File: config.mk
export PLATFORM = sky130hd
export DESIGN_NAME = wbm_reloc_master
export DESIGN_NICKNAME = d
export VERILOG_FILES = /design/src/rtl/wbm_pkg.sv /design/src/rtl/wbm_phase_seq.sv /design/src/rtl/wbm_req_ctl.sv /design/src/rtl/wbm_xfer_regs.sv /design/src/rtl/wbm_reloc_master.sv
export SDC_FILE = /design/constraint.sdc
export NUM_CORES = 1
export LEC_CHECK = 0
export BUFFER_PORTS_ARGS = -buffer_cell sky130_fd_sc_hd__buf_4
export CAP_MARGIN = 5
export CORE_MARGIN = 5
export CORE_UTILIZATION = 50
export DETAILED_ROUTE_END_ITERATION = 8
export PLACE_DENSITY = 0.82
export SYNTH_ARGS = -nofsm -noshare
export SYNTH_HDL_FRONTEND = slang
export SYNTH_SLANG_ARGS = --single-unit
File: constraint.sdc
create_clock -name clk_i -period 4.6 [get_ports clk_i]
set_input_delay 0.92 -clock clk_i [delete_from_list [all_inputs] [get_ports clk_i]]
set_output_delay 0.92 -clock clk_i [all_outputs]
set_load 0.01 [all_outputs]
File: src/rtl/wbm_pkg.sv
package wbm_pkg;

  typedef enum logic [2:0] {
    PH_IDLE   = 3'd0,
    PH_SETUP  = 3'd1,
    PH_ACCESS = 3'd2,
    PH_WAIT   = 3'd3,
    PH_FINISH = 3'd4
  } phase_e;

  typedef enum logic {
    RQ_OFF = 1'b0,
    RQ_ON  = 1'b1
  } req_e;

endpackage

File: src/rtl/wbm_phase_seq.sv
module wbm_phase_seq
  import wbm_pkg::*;
#(
  parameter int TMO_W = 4
) (
  input  logic   clk_i,
  input  logic   rst_n_i,
  input  logic   soft_rst_i,
  input  logic   wr_start_i,
  input  logic   rd_start_i,
  input  logic   ack_i,
  output phase_e phase_o,
  output logic   launch_o,
  output logic   launch_wr_o,
  output logic   wait_end_o,
  output logic   wait_tout_o
);

  localparam logic [TMO_W-1:0] TMO_LAST = {TMO_W{1'b1}};

  phase_e            ph_q, ph_d;
  logic [TMO_W-1:0]  cnt_q, cnt_d;
  logic              cnt_en;
  logic              in_wait;
  logic              limit;

  // accept decisions
  always_comb begin
    launch_o    = (ph_q == PH_IDLE) && (wr_start_i || rd_start_i) && !soft_rst_i;
    launch_wr_o = launch_o && wr_start_i;
    in_wait     = (ph_q == PH_WAIT) && !soft_rst_i;
    limit       = (cnt_q == TMO_LAST);
    wait_end_o  = in_wait && (ack_i || limit);
    wait_tout_o = in_wait && !ack_i && limit;
  end

  // next phase
  always_comb begin
    ph_d = ph_q;
    if (soft_rst_i) begin
      ph_d = PH_IDLE;
    end else begin
      case (ph_q)
        PH_IDLE:   if (launch_o) ph_d = PH_SETUP;
        PH_SETUP:  ph_d = PH_ACCESS;
        PH_ACCESS: ph_d = PH_WAIT;
        PH_WAIT:   if (wait_end_o) ph_d = PH_FINISH;
        PH_FINISH: ph_d = PH_IDLE;
        default:   ph_d = PH_IDLE;
      endcase
    end
  end

  // wait counter: cleared while entering the wait, counting inside it
  always_comb begin
    cnt_en = soft_rst_i || (ph_q == PH_ACCESS) || (ph_q == PH_WAIT);
    if (soft_rst_i || (ph_q != PH_WAIT)) cnt_d = '0;
    else                                 cnt_d = cnt_q + 1'b1;
  end

  always_ff @(posedge clk_i or negedge rst_n_i) begin
    if (!rst_n_i) begin
      ph_q  <= PH_IDLE;
      cnt_q <= '0;
    end else begin
      ph_q <= ph_d;
      if (cnt_en) cnt_q <= cnt_d;
    end
  end

  assign phase_o = ph_q;

endmodule

File: src/rtl/wbm_req_ctl.sv
module wbm_req_ctl
  import wbm_pkg::*;
(
  input  logic clk_i,
  input  logic rst_n_i,
  input  logic soft_rst_i,
  input  logic hit_i,
  input  logic finish_i,
  output logic req_o
);

  req_e rq_q, rq_d;

  always_comb begin
    rq_d = rq_q;
    if (soft_rst_i) begin
      rq_d = RQ_OFF;
    end else begin
      case (rq_q)
        RQ_OFF:  if (hit_i && !finish_i) rq_d = RQ_ON;
        RQ_ON:   if (finish_i) rq_d = RQ_OFF;
        default: rq_d = RQ_OFF;
      endcase
    end
  end

  always_ff @(posedge clk_i or negedge rst_n_i) begin
    if (!rst_n_i) rq_q <= RQ_OFF;
    else          rq_q <= rq_d;
  end

  assign req_o = (rq_q == RQ_ON);

endmodule

File: src/rtl/wbm_xfer_regs.sv
module wbm_xfer_regs #(
  parameter int AW    = 32,
  parameter int DW    = 32,
  parameter int WIN_W = 24,
  localparam int RELOC_W = AW - (WIN_W - 2),
  localparam int SEL_W   = DW / 8
) (
  input  logic               clk_i,
  input  logic               rst_n_i,
  input  logic               reloc_we_i,
  input  logic [RELOC_W-1:0] reloc_din_i,
  input  logic               launch_i,
  input  logic               launch_wr_i,
  input  logic [WIN_W-1:2]   win_addr_i,
  input  logic [DW-1:0]      wdata_i,
  input  logic [SEL_W-1:0]   be_n_i,
  input  logic               wait_end_i,
  input  logic               wait_tout_i,
  input  logic [DW-1:0]      lb_dat_i,
  output logic [AW-1:0]      cap_adr_o,
  output logic [DW-1:0]      cap_dat_o,
  output logic [SEL_W-1:0]   cap_sel_o,
  output logic               cap_wr_o,
  output logic [DW-1:0]      rdata_o,
  output logic [AW-1:0]      fail_addr_o,
  output logic               tout_flag_o
);

  logic [RELOC_W-1:0] reloc_q;
  logic [AW-1:0]      adr_q, adr_d;
  logic [DW-1:0]      dat_q, rd_q;
  logic [SEL_W-1:0]   sel_q, sel_d;
  logic               wr_q, tfl_q;
  logic [AW-1:0]      fail_q;
  logic               rd_en;

  always_comb begin
    adr_d = {reloc_q, win_addr_i};
    sel_d = ~be_n_i;
    rd_en = wait_end_i && !wr_q;
  end

  // relocation register
  always_ff @(posedge clk_i or negedge rst_n_i) begin
    if (!rst_n_i)        reloc_q <= '0;
    else if (reloc_we_i) reloc_q <= reloc_din_i;
  end

  // request capture
  always_ff @(posedge clk_i or negedge rst_n_i) begin
    if (!rst_n_i) begin
      adr_q <= '0;
      dat_q <= '0;
      sel_q <= '0;
      wr_q  <= 1'b0;
    end else if (launch_i) begin
      adr_q <= adr_d;
      dat_q <= wdata_i;
      sel_q <= sel_d;
      wr_q  <= launch_wr_i;
    end
  end

  // read holding register
  always_ff @(posedge clk_i or negedge rst_n_i) begin
    if (!rst_n_i)   rd_q <= '0;
    else if (rd_en) rd_q <= lb_dat_i;
  end

  // completion status and failure log
  always_ff @(posedge clk_i or negedge rst_n_i) begin
    if (!rst_n_i) begin
      tfl_q  <= 1'b0;
      fail_q <= '0;
    end else begin
      if (wait_end_i)  tfl_q  <= wait_tout_i;
      if (wait_tout_i) fail_q <= adr_q;
    end
  end

  assign cap_adr_o   = adr_q;
  assign cap_dat_o   = dat_q;
  assign cap_sel_o   = sel_q;
  assign cap_wr_o    = wr_q;
  assign rdata_o     = rd_q;
  assign fail_addr_o = fail_q;
  assign tout_flag_o = tfl_q;

endmodule

File: src/rtl/wbm_reloc_master.sv
module wbm_reloc_master
  import wbm_pkg::*;
#(
  parameter int AW    = 32,
  parameter int DW    = 32,
  parameter int WIN_W = 24,
  parameter int TMO_W = 4,
  localparam int RELOC_W = AW - (WIN_W - 2),
  localparam int SEL_W   = DW / 8
) (
  input  logic               clk_i,
  input  logic               rst_n_i,
  input  logic               soft_rst_i,
  input  logic               reloc_we_i,
  input  logic [RELOC_W-1:0] reloc_din_i,
  input  logic               hit_i,
  input  logic               wr_start_i,
  input  logic               rd_start_i,
  input  logic [WIN_W-1:2]   win_addr_i,
  input  logic [DW-1:0]      wdata_i,
  input  logic [SEL_W-1:0]   be_n_i,
  output logic [DW-1:0]      rdata_o,
  output logic               done_o,
  output logic               tout_o,
  output logic [AW-1:0]      fail_addr_o,
  output logic               lb_clk_o,
  output logic               lb_rst_o,
  output logic               lb_req_o,
  output logic               lb_cyc_o,
  output logic               lb_stb_o,
  output logic               lb_we_o,
  output logic [AW-1:0]      lb_adr_o,
  output logic [SEL_W-1:0]   lb_sel_o,
  output logic [DW-1:0]      lb_dat_o,
  input  logic [DW-1:0]      lb_dat_i,
  input  logic               lb_ack_i
);

  phase_e             phase;
  logic               launch, launch_wr, wait_end, wait_tout;
  logic [AW-1:0]      cap_adr;
  logic [DW-1:0]      cap_dat;
  logic [SEL_W-1:0]   cap_sel;
  logic               cap_wr, tout_flag;
  logic               busy, active, finish;

  wbm_phase_seq #(.TMO_W(TMO_W)) u_seq (
    .clk_i       (clk_i),
    .rst_n_i     (rst_n_i),
    .soft_rst_i  (soft_rst_i),
    .wr_start_i  (wr_start_i),
    .rd_start_i  (rd_start_i),
    .ack_i       (lb_ack_i),
    .phase_o     (phase),
    .launch_o    (launch),
    .launch_wr_o (launch_wr),
    .wait_end_o  (wait_end),
    .wait_tout_o (wait_tout)
  );

  wbm_xfer_regs #(.AW(AW), .DW(DW), .WIN_W(WIN_W)) u_regs (
    .clk_i       (clk_i),
    .rst_n_i     (rst_n_i),
    .reloc_we_i  (reloc_we_i),
    .reloc_din_i (reloc_din_i),
    .launch_i    (launch),
    .launch_wr_i (launch_wr),
    .win_addr_i  (win_addr_i),
    .wdata_i     (wdata_i),
    .be_n_i      (be_n_i),
    .wait_end_i  (wait_end),
    .wait_tout_i (wait_tout),
    .lb_dat_i    (lb_dat_i),
    .cap_adr_o   (cap_adr),
    .cap_dat_o   (cap_dat),
    .cap_sel_o   (cap_sel),
    .cap_wr_o    (cap_wr),
    .rdata_o     (rdata_o),
    .fail_addr_o (fail_addr_o),
    .tout_flag_o (tout_flag)
  );

  wbm_req_ctl u_req (
    .clk_i      (clk_i),
    .rst_n_i    (rst_n_i),
    .soft_rst_i (soft_rst_i),
    .hit_i      (hit_i),
    .finish_i   (finish),
    .req_o      (lb_req_o)
  );

  always_comb begin
    busy     = (phase != PH_IDLE);
    active   = (phase == PH_ACCESS) || (phase == PH_WAIT);
    finish   = (phase == PH_FINISH);
    lb_cyc_o = active;
    lb_stb_o = active;
    lb_we_o  = active && cap_wr;
    lb_adr_o = busy ? cap_adr : '0;
    lb_sel_o = busy ? cap_sel : '0;
    lb_dat_o = (busy && cap_wr) ? cap_dat : '0;
    done_o   = finish;
    tout_o   = finish && tout_flag;
  end

  assign lb_clk_o = clk_i;
  assign lb_rst_o = ~rst_n_i;

endmodule


==> summary.md <==
| Metric | Value |
|---|---|
| Tot Pwr | around 4.2 mW |
| First-pass GRT wire length | between 20 and 30 mm |
| Critical path's top delay family | buffers and inverters |
| Avg WL per Cell | roughly 19 um |
| Iteration-0 DRC count of the detailed router | approximately 220 |
| Yosys top cell by area | dfrtp_1 |
| Endpoint type of the worst setup path | primary output |
| Initial antenna violation count | 0 |
| Hold Vio Cnt, Final | 0 |
| Slew Viols, Final | 0 |
| Simple-gate share of the synthesized area | 9.359% |
| Adder-cell share of the synthesized area | less than 1% |
| CP Launch Type | clock port |
| Avg Inst Size Synth | approximately 15 um2 |
| Yosys Warn Count | 0 |
| DRC Markers | 0 |
| RSZ-0062 raised after global routing | no |
| Worst path most repeated cell | clkbuf_16 |
| Sequential element share of the synthesized area | slightly below 60% |
| Multiplexer share of the synthesized area | approximately 26% |
| Vias in the first global route | around 5000 |
| Commonest non-fill, non-tap cells in the layout | 250 x buf_4, 152 x dfrtp_1, 119 x mux2_2 |
| Relative slew margins | about 28% |
| Die Y | ~120 um |
| CTS tree | yes |
| # resized after CTS | 0 |
| Flop-to-flop setup slack | roughly 2.1 ns |
| Worst skew pair latency | about 0.53 ns |
| Width of the die | roughly 120 um |
| Ports | between 200 and 250 |
| Cell area after synthesis | 6404 um2 |
| Worst Path Arrival | approximately 2.7 ns |
| Area growth syn-to-layout | 38.86% |
| RR Startpoint | u_seq.phase_o[2]$_DFFE_PN0P_ |
| Critical path class | clk -> out |
| Met1 global-route usage | 25.47% |
| Placement Rows | 41 |
| Post-Syn Nets | ~550 |
| DP Wirelength | ~11 mm |
| WHS | roughly 0.40 ns |
| Synth area leaders | dfrtp_1 59%, mux2_2 21%, and2_1 3.3% |
| Max-cap violation count | 0 |
| Hold buffers post-CTS | 0 |
| Die area | ~15000 um2 |
| WP data required | about 3.7 ns |
| Pin count of the biggest net entering global routing | 82 |
| Reg2reg end | u_regs.rdata_o[8]$_DFFE_PN0P_ |
| Post-synthesis compound-gate area fraction | about 1.2% |
| Crit path max fanout | 2 |
| Synth top area share | approximately three fifths |
| Ant diodes | 0 |
| Power Density | between 400 and 500 nW/um2 |
| Slew of the pin with the lowest slew margin | 1.074 ns |
| Synthesized instance count | about 440 |
| Max VDD drop | between 0.2 and 0.3 mV |
| Setup TNS | 0 ns |
| DR vias/cell | 5.130 |
| Postcts setup bufs | 0 |
| Slowest CP cell | clkbuf_16 |
| Port-buffer cells | around 250 |
| ANT nets after route | 0 |
| GPL Wtd Cong | slightly below 0.8 |
| WL final | roughly 16 mm |
| Core Region | 12570 um2 |
| NumNets Final | 788 |
| Initial Utilization | between 50% and 60% |
| Via count | 4432 |
| Outcome | finished, final reports clean |
| Share of cells above drive strength 1 | roughly 60% |
| Most common cell after layout, fill and taps aside | buf_4 |
| Pleak | about 4.6 nW |
| Clk_skew | 0.005160 ns |
| Global Route Usage Sum | between 20 and 25% |
| DRT Pass-1 Iters | 4 |
| Largest family of logic cells by synthesized area | multiplexers |
| Min-delay worst type | in -> async |
| Post-synthesis register bit count | roughly 150 |
| Routing usage on met3 | under 10% |
| Buf/Inv on CP | 3 |
| GRT overflow | 0 |
| CP cell instances | clkbuf_16, clkbuf_16, buf_4 |
| M2 GR Usage | 36.70% |
| Netlist cell types | 31 |
| Xor/xnor share of the synthesized area | 0% |
| Final number of setup-violating endpoints | 0 |
| FF-to-FF path depth | 4 |
| Global routing's busiest layer | met2 |
| CP max stage delay | around 0.13 ns |
| Reg clk slew, reported paths | about 0.06 ns |
## synth_stat cells (all sizes together)
cell,n
dfrtp,152
mux2,139
and2,34
and3,34
buf,20
clkbuf,11
nor2,10
nor3,7
inv,5
mux2i,4
a21o,2
a22o,2
a2bb2oi,2
nand2,2
nor3b,2
nor4,2
o22ai,2
a31oi,1
ha,1
nand3,1
nand4bb,1
nor2b,1
o21a,1
or3,1
## routing by layer
metal	share of wire (%)	vias to the layer above	wire, um
met5	0	-	0
met4	2.1	0	341
met3	9.4	29	1537
met2	50	184	8192
met1	38	2205	6199
li1	-	2014	-
## cell families (layout without fill, tap and decap cells)
| family | Yosys count | in the layout |
|---|---|---|
| compound gates | 10 | 10 |
| fa+ha+maj | 1 | 1 |
| buf+inv | 36 | 291 |
| flops | 152 | 152 |
| mux | 143 | 143 |
| simple gates | 95 | 95 |
## worst reg2reg max path, delay by kind of cell (launching register included)
family / cells / cell delay, ns
DFF: 1 / 0.49
buffers and inverters: 1 / 0.39
and+or+nand+nor: 2 / 1.08
muxes: 1 / 0.38
## how the worst max path moves through the flow
stage	startpoint	end	slack, ns	cells past startpoint
floorplan	clk_i	lb_clk_o	1.26	1
global placement	clk_i	lb_clk_o	1.26	1
detailed placement	clk_i	lb_clk_o	1.26	1
CTS	clk_i	lb_clk_o	0.99	3
global route	clk_i	lb_clk_o	0.99	3
finish	clk_i	lb_clk_o	1.00	3
## area by class of cell
| cell class | count | area [um2] |
|---|---|---|
| clock inverter | 8 | 71.32 |
| fill | 896 | 3676 |
| sequential | 152 | 3804 |
| tap | 172 | 215.2 |
| multi-input combinational | 249 | 2338 |
| timing repair buffer | 250 | 1881 |
| clock buffer | 28 | 564.3 |
| inverter | 5 | 18.77 |
## through the flow
step / utilization [%] / instance area [um2] / worst slack, ns / std cells
floorplan: - / 6404 / 1.261 / 437
finish: 70.75 / 8892 / 1.000 / 864
CTS: 70.75 / 8892 / 0.9946 / 864
detailed placement: 65.75 / 8264 / 1.261 / 829
global placement: 65.75 / 8264 / 1.261 / 829
global route: 70.75 / 8892 / 0.9934 / 864
## state kept, by name, indices dropped and copies added (netlist names)
| register | flops |
|---|---|
| u_regs.cap_dat_o | 32 |
| u_regs.fail_addr_o | 32 |
| u_regs.tout_flag_o | 1 |
| u_req.req_o | 1 |
| u_regs.cap_adr_o | 32 |
| u_regs.reloc_q | 10 |
| u_seq.cnt_q | 4 |
| u_regs.rdata_o | 32 |
| u_seq.phase_o | 3 |
| u_regs.cap_wr_o | 1 |
| u_regs.cap_sel_o | 4 |
## power by group
part	leakage [nW]	total [mW]	switching, mW	internal [mW]
logic	2.36	0.965	0.399	0.566
clock network	0.316	1.45	0.547	0.904
registers	1.92	1.77	0.171	1.60
total	4.59	4.18	1.12	3.07
No activity file was read; power rests on OpenSTA's default activity.
